## src/rtl/supply_seq_core.sv

```systemverilog
module supply_seq_core #(
  parameter int NCH      = 4,
  parameter int TICK_CYC = 6250,
  parameter int CNT_W    = 16
) (
  input  logic           clk,
  input  logic           rst_n,
  input  logic [NCH-1:0] in_ok,
  input  logic           supply_ok,
  input  logic           enable,
  input  logic           trk_en,
  input  logic           ramp_done,
  input  logic           trk_err,
  input  logic [2:0]     gate_code,
  input  logic [1:0]     fup_code,
  input  logic [1:0]     fdn_code,
  input  logic           fault_sense_n,
  output logic           ramp_en,
  output logic           ramp_dn,
  output logic           full_on,
  output logic           fault_n
);
  localparam int PRE_W = $clog2(TICK_CYC + 1);

  typedef enum logic [2:0] {S_IDLE, S_GATE, S_RUP, S_ON, S_RDN, S_FLT} st_t;

  st_t              st, st_nx;
  logic [PRE_W-1:0] pre;
  logic [CNT_W-1:0] cnt, lim;
  logic             en_q;

  function automatic logic [CNT_W-1:0] gate_units(input logic [2:0] c);
    case (c)
      3'd0:    return CNT_W'(1);
      3'd7:    return CNT_W'(64000);
      default: return CNT_W'(500) << (c - 3'd1);
    endcase
  endfunction

  function automatic logic [CNT_W-1:0] flt_units(input logic [1:0] c);
    return CNT_W'(1000) << c;
  endfunction

  wire start_ok = (&in_ok) & supply_ok & enable & trk_en & fault_sense_n;
  wire ext_flt  = !fault_sense_n;
  wire timed    = (st == S_GATE) || (st == S_RUP) || (st == S_RDN);
  wire tick     = timed && (pre == PRE_W'(TICK_CYC - 1));
  wire expire   = tick && (cnt == lim - CNT_W'(1));
  wire en_fall  = en_q && !enable;

  always_comb begin
    case (st)
      S_GATE:  lim = gate_units(gate_code);
      S_RUP:   lim = flt_units(fup_code);
      S_RDN:   lim = flt_units(fdn_code);
      default: lim = CNT_W'(1);
    endcase
  end

  always_comb begin
    st_nx = st;
    case (st)
      S_IDLE: if (start_ok) st_nx = S_GATE;
      S_GATE: begin
        if (ext_flt)        st_nx = S_FLT;
        else if (!start_ok) st_nx = S_IDLE;
        else if (expire)    st_nx = S_RUP;
      end
      S_RUP: begin
        if (ext_flt || trk_err) st_nx = S_FLT;
        else if (!enable)       st_nx = S_RDN;
        else if (ramp_done)     st_nx = S_ON;
        else if (expire)        st_nx = S_FLT;
      end
      S_ON: begin
        if (ext_flt)      st_nx = S_FLT;
        else if (!enable) st_nx = S_RDN;
      end
      S_RDN: begin
        if (ext_flt || trk_err) st_nx = S_FLT;
        else if (ramp_done)     st_nx = S_IDLE;
        else if (expire)        st_nx = S_FLT;
      end
      S_FLT: if (en_fall) st_nx = S_IDLE;
      default: st_nx = S_IDLE;
    endcase
  end

  always_ff @(posedge clk or negedge rst_n) begin
    if (!rst_n) begin
      st   <= S_IDLE;
      pre  <= '0;
      cnt  <= '0;
      en_q <= 1'b0;
    end else begin
      st   <= st_nx;
      en_q <= enable;
      if (!timed || st_nx != st) begin
        pre <= '0;
        cnt <= '0;
      end else if (tick) begin
        pre <= '0;
        cnt <= cnt + CNT_W'(1);
      end else begin
        pre <= pre + PRE_W'(1);
      end
    end
  end

  assign ramp_en = (st == S_RUP);
  assign ramp_dn = (st == S_RDN);
  assign full_on = (st == S_ON);
  assign fault_n = (st != S_FLT);
endmodule

```

## config.mk

```make
export PLATFORM = sky130hd
export DESIGN_NAME = supply_seq_core
export DESIGN_NICKNAME = d
export VERILOG_FILES = /design/src/rtl/supply_seq_core.sv
export SDC_FILE = /design/constraint.sdc
export NUM_CORES = 1
export LEC_CHECK = 0
export BUFFER_PORTS_ARGS = -buffer_cell sky130_fd_sc_hd__buf_2
export CAP_MARGIN = 20
export CORE_MARGIN = 2
export CORE_UTILIZATION = 30
export DETAILED_ROUTE_END_ITERATION = 16
export SKIP_CTS_REPAIR_TIMING = 1
export SLEW_MARGIN = 20
export SYNTH_ARGS = -nofsm -noshare
export SYNTH_HDL_FRONTEND = slang
export SYNTH_SLANG_ARGS = --single-unit
```

## constraint.sdc

```tcl
create_clock -name clk -period 3.2 [get_ports clk]
set_input_delay 0.64 -clock clk [delete_from_list [all_inputs] [get_ports clk]]
set_output_delay 0.64 -clock clk [all_outputs]
set_load 0.01 [all_outputs]
```

==> results of run 1 <==
==> power by group through the flow <==
stage / clock network, W / logic (W) / registers, W
2_1_floorplan: 0 / 0.000667 / 0.000442
3_3_place_gp: 0 / 0.00100 / 0.000444
3_5_place_dp: 0 / 0.00101 / 0.000444
4_1_cts: 0.000412 / 0.00101 / 0.000436
5_1_grt: 0.000437 / 0.00115 / 0.000438
6_report: 0.000404 / 0.00105 / 0.000436
==> layout by cell type (no fill, tap or decap), types with 3 or more instances in the layout <==
cell type | Yosys | layout
buf_4 | 1 | 50
nor2_1 | 38 | 33
dfrtp_1 | 33 | 33
buf_2 | 2 | 21
xnor2_1 | 21 | 20
nand2_1 | 22 | 20
xor2_1 | 20 | 20
nand3_1 | 17 | 17
inv_1 | 19 | 16
nor2_4 | 10 | 15
o21ai_0 | 14 | 13
and3_1 | 13 | 13
nand4_1 | 9 | 9
ha_1 | 13 | 9
a21oi_1 | 9 | 8
nor3_1 | 7 | 6
nand2b_1 | 5 | 5
clkbuf_8 | 0 | 5
or3_1 | 4 | 4
mux2i_1 | 4 | 4
nor2b_1 | 4 | 4
a31oi_1 | 4 | 4
ha_4 | 0 | 4
a32oi_1 | 3 | 3
a32o_1 | 3 | 3
a211oi_1 | 5 | 3
o211ai_1 | 3 | 3
or2_2 | 3 | 3
==> cells in the mapped netlist (10+ instances only) <==
cell type | instances | area share, %
nor2_1 | 38 | 4.7
dfrtp_1 | 33 | 27
nand2_1 | 22 | 2.7
xnor2_1 | 21 | 6.1
xor2_1 | 20 | 5.8
inv_1 | 19 | 2.4
nand3_1 | 17 | 2.8
o21ai_0 | 14 | 2.3
and3_1 | 13 | 2.7
ha_1 | 13 | 5.4
nor2_4 | 10 | 3.7
==> sequential cells by signal, indices dropped and copies added (netlist names) <==
register	flops
en_q	1
cnt	16
st	3
pre	13
==> cell type report <==
class	count	area (um2)
Clock buffer	5	68.8
Clock inverter	3	46.3
Fill cell	972	5840
Inverter	19	75.1
Multi-Input combinational cell	281	2190
Sequential cell	33	826
Tap cell	133	166
Timing Repair Buffer	76	558
==> worst max-delay path, stage by stage <==
cell,delay [ps]
buf_8,80
clkinvlp_4,90
ha_4,190
ha_4,170
buf_6,110
a21o_1,180
nor3_4,220
nand2_2,110
ha_4,260
xnor2_2,130
nor4_2,210
o2111a_1,230
o2111ai_2,120
nor4_4,280
a31o_4,250
buf_12,170
nor2_4,40
==> per-layer routing <==
| metal | up-vias | wire [um] | global-route usage, % |
|---|---|---|---|
| met3 | 12 | 207 | 2.13 |
| li1 | 1375 | - | - |
| met2 | 42 | 3890 | 25.3 |
| met4 | 0 | 156 | 4.15 |
| met5 | - | 0 | 0 |
| met1 | 1305 | 3520 | 18.2 |
==> logic make-up (layout without fill, tap and decap cells) <==
group | Yosys count | after routing | synth area share [%]
AOI/OAI and AO/OA | 66 | 66 | 17.1
DFF | 33 | 33 | 27.4
and+or+nand+nor | 154 | 154 | 30.2
buffers and inverters | 31 | 103 | 5.36
adders and majority gates | 13 | 13 | 5.40
xor gates and xnor gates | 41 | 41 | 11.9
muxes | 7 | 7 | 2.54
==> worst min-delay path by stage <==
| stage | start | to | slack [ps] | depth (start not counted) |
|---|---|---|---|---|
| 3_3_place_gp | pre[0] | pre[0] | 500 | 1 |
| 5_1_grt | rst_n | pre[9] | 480 | 1 |
| 2_1_floorplan | rst_n | cnt[0] | 340 | 0 |
| 4_1_cts | rst_n | pre[9] | 440 | 1 |
| 3_5_place_dp | pre[0] | pre[0] | 510 | 1 |
| 6_report | rst_n | cnt[13] | 420 | 1 |
==> per-stage QoR <==
step | setup slack [ps] | instances
final | -132 | 550
after global routing | -279 | 550
after CTS | -282 | 547
after detailed placement | -567 | 539
after global placement | -525 | 539
after floorplan | -250 | 345
==> run metrics, run 1 <==
status=finished with violations; violated checks=setup timing; post-route cell area=3930 um2; Top FF cell, synth=dfrtp_1; crit start category=input port; initial core utilization=30.8%; number of remaining DRC errors=0; ANT cells=0; net load switching power=0.000739 W; DR iter-0 viols=163; synth unique cells=67; RSZ-0062 raised after global routing=true; wirelength, routed=7780 um; DR vias/cell=4.97; # IOs=23; vias in the first global route=2,744; Leak=1.58 nW; Placed Instance Area=3680 um2; reg2reg setup slack=100 ps; skew final=12.7 ps; antenna viol nets, final=0; nature of the critical path endpoint=flip-flop; Sink Count=33; row cnt=36; Synth Net Count=377; CTS tree=yes; worst reg2reg path depth=11; Net Sw Frac=39.0%; clk_lat worst skew=290 ps; Root Buffer=clkbuf_8; Yosys reg bits=33; Final min period=3330 ps; clk buf depth=2; Mean Syn Cell Area=8.73 um2; max frequency=300 MHz; kind of critical path=in2reg; final setup vio count=18; initial antenna violation count=0; hold crit path type=in2async; Worst Path Max Fanout=8; fin. max-slew vios=0; Peak supply drop=0.169 mV; post-synthesis sequential area ratio=27.4%; CP arrival=3500 ps; Mapped Area=3010 um2; area grow syn2layout=30.5%; Num CTS Buffers=5; HPWL after DPL=6090 um; Die Y=104 um; Worst EP required=3370 ps; Clock power frac=21.3%; die area=10,900 um2; fraction of registers with async set/reset=100%; Gate Count Post-Synth=345; wire per inst=14.1 um; PD cells=482 nW/um2; Congestion Overflow GR=0; Max-slew headroom=48.7%; total power draw=0.00189 W; Die W=104 um; layout cells sized above 1=32.4%; Max-cap violations=0; Core Box Area=9770 um2; CP startpoint=gate_code[0]; worst r2r src=st[2]; GP Congestion=0.899; Pint=0.00116 W; final core utilization=40.2%; Pre-Repair DR Iteration Count=5; Total GRT Usage=14.4%; final worst setup slack=-132 ps; first-pass GRT wire length=12,800 um; YS warnings=0; EDFF count, synth=0; sequential cell fraction of total power=23.0%; clock slew at reported path FFs=70 ps; Comb power frac=55.7%; nets=448; worst setup path endpoint=cnt[9]; setup_tns=-1870 ps; H-tree levels=2; WHS=416 ps; Port Buf Inserts=22; fin crit share=104%; hold violation count in the final report=0; largest net degree at the start of global routing=34; worst-margin pin slew=770 ps; RR Endpoint=cnt[9]; vias=2,734
(Power assumes the default switching activity.)
==> run 2: changes to the inputs <==
CORE_MARGIN = not set   (was 2)
RECOVER_POWER = 50   (was not set)
==> run 2 against run 1 <==
The run ends with capacitance limit, slew limit, setup timing left. Combinational power increased by 8%. Critical path type unchanged. Critical path depth fell by 1. Largest cell class unchanged. Via count up 2.9%. Flip-flop and latch count stayed put. Total power rose by 2.9%. Cell area rose by 1.4%. Die area decreased by 3.8%.
==> run metrics, run 2 (same netlist as run 1, synthesis figures left out) <==
max reg flops=16 (unchanged); max frequency=302 MHz (+0.61%); CTS tree=yes; Hold Path Depth=1; Worst Path Max Fanout=7 (-1); H-tree levels=2 (unchanged); crit start category=input port; Pre-Repair DR Iteration Count=4 (-1); final setup vio count=18 (unchanged); clk_lat worst skew=290 ps (about the same); most frequent cells in the layout=buf_4 (61), nor2_1 (37), dfrtp_1 (33); wirelength, routed=7820 um (+0.57%); worst r2r src=st[1]; setup_tns=-1590 ps (+283 ps); DR iter-0 viols=134 (-18%); Min-Delay Startpoint=pre[0]; Clock power frac=19.4% (-1.9 points); Total GRT Usage=15.8% (+1.4 points); Biggest register=cnt; row cnt=36 (unchanged); Fillers=1,017 (+4.6%); Pint=0.00121 W (+4.9%); Num CTS Buffers=5 (unchanged); hold crit path type=reg2reg; nets=458 (+2.2%); hold violation count in the final report=0 (unchanged); Port Buf Inserts=22 (unchanged); worst-margin pin slew=1750 ps (+976 ps); ANT cells=0 (unchanged); vias in the first global route=2,761 (+0.62%); wire per inst=14.0 um (-1.1%); Worst EP required=3370 ps (about the same); GP Congestion=0.837 (-6.8%); Peak supply drop=0.183 mV (+8.1%); Die W=102 um (-1.9%); CP delay by family, top=compound AO/OA/AOI/OAI gates; Max-cap violations=1 (+1); final worst setup slack=-111 ps (+20.2 ps); sequential cell fraction of total power=22.6% (-0.4 points); RSZ-0062 raised after global routing=true; most common cell after layout, fill and taps aside=buf_4; worst min-delay path endpoint=pre[0]; worst reg2reg path depth=12 (+1); area grow syn2layout=32.4%; die area=10,400 um2 (-3.8%); skew final=17.7 ps (+5.01 ps); Root Buffer=clkbuf_8; largest net degree at the start of global routing=34 (unchanged); worst path bufs/invs=6 (+2); Max-slew headroom=-16.4% (-65 points); Max stage delay on crit path=340 ps (+60 ps); Worst path slowest cell=o311a_1; nature of the critical path endpoint=flip-flop; clock slew at reported path FFs=70 ps (about the same); fin. max-slew vios=34 (+34); net load switching power=0.000737 W (-0.24%); # IOs=23 (unchanged); Net Sw Frac=37.8% (-1.2 points); HPWL after DPL=6140 um (+0.91%); Core Box Area=9730 um2 (-0.46%); fin crit share=103% (-0.63 points); vias=2,813 (+2.9%); violated checks=capacitance limit, slew limit, setup timing; Die Y=102 um (-1.9%); antenna viol nets, final=0 (unchanged); Congestion Overflow GR=0 (unchanged); initial core utilization=30.9% (+0.14 points); layout cells sized above 1=33.3% (+0.96 points); Comb power frac=58.0% (+2.3 points); final core utilization=41.0% (+0.75 points); number of remaining DRC errors=0 (unchanged); Final min period=3310 ps (-20.2 ps); Leak=1.64 nW (+3.8%); reg2reg setup slack=10 ps (-90 ps); worst-path cell chain=buf_8 > clkinvlp_4 > ha_4 > ha_4 > o21ai_1 > and3_4 > buf_4 > o221ai_4 > buf_12 > buf_4 > o311a_1 > o31a_1 > nor4_4 > a31o_4 > buf_12 > nor2_4; clk buf depth=2 (unchanged); status=finished with violations; initial antenna violation count=0 (unchanged); Sink Count=33 (unchanged); DR vias/cell=5.03 (+1.2%); RR Endpoint=cnt[11]; kind of critical path=in2reg; PD cells=489 nW/um2 (+1.5%); first-pass GRT wire length=13,000 um (+1.7%); Top Registers=cnt (16), pre (13), st (3); CP arrival=3480 ps (-20 ps)
[run 2: power by group through the flow]
stage                     registers [W]  logic, W  clock network (W)
after floorplan                0.000442  0.000667                  0
after global placement         0.000447  0.000995                  0
after detailed placement       0.000448   0.00101                  0
after CTS                      0.000439   0.00102           0.000391
after global routing           0.000442   0.00122           0.000406
final                          0.000440   0.00113           0.000379
[run 2: worst register-to-register path: cells and delay by family (launching register included)]
family                 cells  cell delay (ps)
AOI/OAI and AO/OA          4             1120
DFF                        1              420
and+or+nand+nor            3              520
buffers and inverters      4              630
muxes                      1              380
[run 2: worst max path at each step]
stage | from | end | slack, ps | cells after the start
2_1_floorplan | gate_code[0] | cnt[10] | -250 | 16
3_3_place_gp | gate_code[0] | cnt[13] | -600 | 16
3_5_place_dp | gate_code[0] | cnt[11] | -630 | 16
4_1_cts | gate_code[0] | cnt[11] | -340 | 16
5_1_grt | gate_code[0] | cnt[8] | -270 | 16
6_report | gate_code[0] | cnt[11] | -110 | 16
[run 2: cell type report]
class	count	area (um2)	share of cell area, %
timing repair buffer	86	627	15.7
tap	133	166	4.18
clock buffer	5	68.8	1.73
inverter	19	75.1	1.88
clock inverter	2	35.0	0.879
sequential	33	826	20.7
multi-input combinational	281	2190	54.9
[run 2: layer usage]
layer | up-vias | routed length (um) | track usage [%] | share of wire (%)
li1 | 1398 | - | - | -
met1 | 1354 | 3500 | 19.9 | 45
met3 | 5 | 231 | 1.03 | 3.0
met5 | - | 0 | 0 | 0
met2 | 56 | 4020 | 28.7 | 51
met4 | 0 | 78 | 4.73 | 1.0
[run 2: metrics by stage]
stage               hold WS (ps)  setup WS, ps  cells  total power [W]  instance area, um2
CTS                          437          -341    551          0.00185                3810
detailed placement           527          -632    544          0.00146                3710
floorplan                    344          -250    345          0.00111                3100
global route                 561          -265    559          0.00207                3990
global placement             502          -597    544          0.00144                3710
finish                       525          -111    559          0.00195                3990
==> run 3: changes to the inputs <==
CORE_UTILIZATION = 37   (was 30)
==> run 3 against run 2 <==
The flow still finishes with violations (capacitance limit, slew limit, setup timing). Clock skew shrank 4.9 ps. Register-to-register slack gained 20 ps. Sequential power is essentially flat. Global-route usage grew 3.5 points. Core utilization grew 8.7 points. First-iteration DRC count grew 2.2%. Critical path depth is the same. Critical endpoint is now cnt[15]. Wire length shrank 3.8%.
==> run metrics, run 3 (same netlist as run 1, synthesis figures left out) <==
final worst setup slack=-138 ps (-26.4 ps); DR iter-0 viols=137 (+2.2%); Root Buffer=clkbuf_8; RSZ-0062 raised after global routing=true; layout cells sized above 1=31.4% (-2.0 points); DR vias/cell=5.29 (+5.1%); skew final=12.8 ps (-4.87 ps); Worst EP required=3370 ps (about the same); hold crit path type=reg2reg; Num CTS Buffers=5 (unchanged); Hold Path Depth=1 (unchanged); Fillers=770 (-24%); Min-Delay Startpoint=pre[0]; H-tree levels=2 (unchanged); fin crit share=104% (+0.83 points); post-route cell area=3870 um2 (-2.8%); vias in the first global route=2,813 (+1.9%); most frequent cells in the layout=buf_4 (57), nor2_1 (38), dfrtp_1 (33); vias=2,765 (-1.7%); count of non-filler cells in the finished layout=523 (-6.4%); worst min-delay path endpoint=pre[0]; Final min period=3340 ps (+26.4 ps); wire per inst=14.4 um (+2.9%); nets=452 (-1.3%); largest net degree at the start of global routing=34 (unchanged); Biggest register=cnt; worst r2r src=st[1]; Total GRT Usage=19.3% (+3.5 points); Port Buf Inserts=22 (unchanged); clk_lat worst skew=290 ps (about the same); clock slew at reported path FFs=70 ps (about the same); clk buf depth=2 (unchanged); CP arrival=3510 ps (+30 ps); total power draw=0.00190 W (-2.7%); PD cells=489 nW/um2 (about the same); number of remaining DRC errors=0 (unchanged); status=finished with violations; antenna viol nets, final=0 (unchanged); wirelength, routed=7530 um (-3.8%); final setup vio count=18 (unchanged); reg2reg setup slack=30 ps (+20 ps); Sink Count=33 (unchanged); crit start category=input port; first-pass GRT wire length=13,100 um (+0.48%); WHS=523 ps (-2.64 ps); ANT cells=0 (unchanged); max reg flops=16 (unchanged); Congestion Overflow GR=0 (unchanged); Peak supply drop=0.265 mV (+45%); initial core utilization=38.6% (+7.6 points); die area=8500 um2 (-19%); Die W=92.2 um (-9.8%); Core Box Area=7810 um2 (-20%); nature of the critical path endpoint=flip-flop; fin. max-slew vios=34 (unchanged); HPWL after DPL=5960 um (-2.9%); Die Y=92.2 um (-9.8%); Leak=1.59 nW (-3.1%); initial antenna violation count=0 (unchanged); kind of critical path=in2reg; Pre-Repair DR Iteration Count=4 (unchanged); Top Registers=cnt (16), pre (13), st (3); Max-cap violations=1 (unchanged); violated checks=capacitance limit, slew limit, setup timing; area grow syn2layout=28.7%; Max-slew headroom=-17.8% (-1.4 points); hold violation count in the final report=0 (unchanged); worst reg2reg path depth=12 (unchanged); most common cell after layout, fill and taps aside=buf_4; Placed Instance Area=3650 um2 (-1.5%); RR Endpoint=cnt[15]; GP Congestion=0.832 (-0.64%); worst-margin pin slew=1770 ps (+20.6 ps); CTS tree=yes; max frequency=300 MHz (-0.79%); # IOs=23 (unchanged); Worst Path Max Fanout=8 (+1); setup_tns=-1990 ps (-400 ps); number of cells after detailed placement=511 (-6.1%); row cnt=32 (-11%)
[run 3: layer usage]
metal	global-route usage, %	wire length [um]	vias to the layer above
li1	-	-	1382
met1	24.6	3410	1315
met2	33.3	3700	57
met3	2.90	247	11
met4	6.12	166	0
met5	0	0	-
[run 3: how the worst max path moves through the flow]
stage	start	end	slack [ps]	cells after the start
CTS	gate_code[0]	cnt[9]	-280	15
global route	gate_code[0]	cnt[9]	-300	16
detailed placement	gate_code[0]	cnt[10]	-560	15
floorplan	gate_code[0]	cnt[10]	-250	16
global placement	gate_code[0]	cnt[13]	-600	15
finish	gate_code[0]	cnt[15]	-140	16
[run 3: power breakdown]
group          leakage, nW  switching, W  internal (W)
clock               0.0574      0.000157      0.000253
combinational         1.07      0.000548      0.000500
sequential           0.459     0.0000111      0.000427
total                 1.59      0.000716       0.00118
[run 3: worst max-delay path, cell delays in order]
cell	delay [ps]
buf_8	80
clkinvlp_4	90
ha_4	180
ha_4	170
a21o_1	200
nor3_4	220
nand2_2	110
ha_4	260
xnor2_2	130
nor4_2	270
o2111a_1	250
o2111ai_2	140
nor4_4	300
a31o_4	250
buf_12	170
nor2_4	40
[run 3: final cells by class]
class / instances / area, um2 / share of cell area (%)
clock buffers: 6 / 82.6 / 2.13
clock inverters: 2 / 37.5 / 0.969
multi-input cells: 281 / 2160 / 55.8
well taps: 102 / 128 / 3.29
flip-flops and latches: 33 / 826 / 21.3
repair buffers: 80 / 566 / 14.6
inverters: 19 / 75.1 / 1.94
[run 3: through the flow]
step	utilization, %	setup WS, ps
floorplan	-	-250
global placement	46.8	-596
detailed placement	46.8	-556
CTS	48.3	-276
global route	49.6	-301
finish	49.6	-138
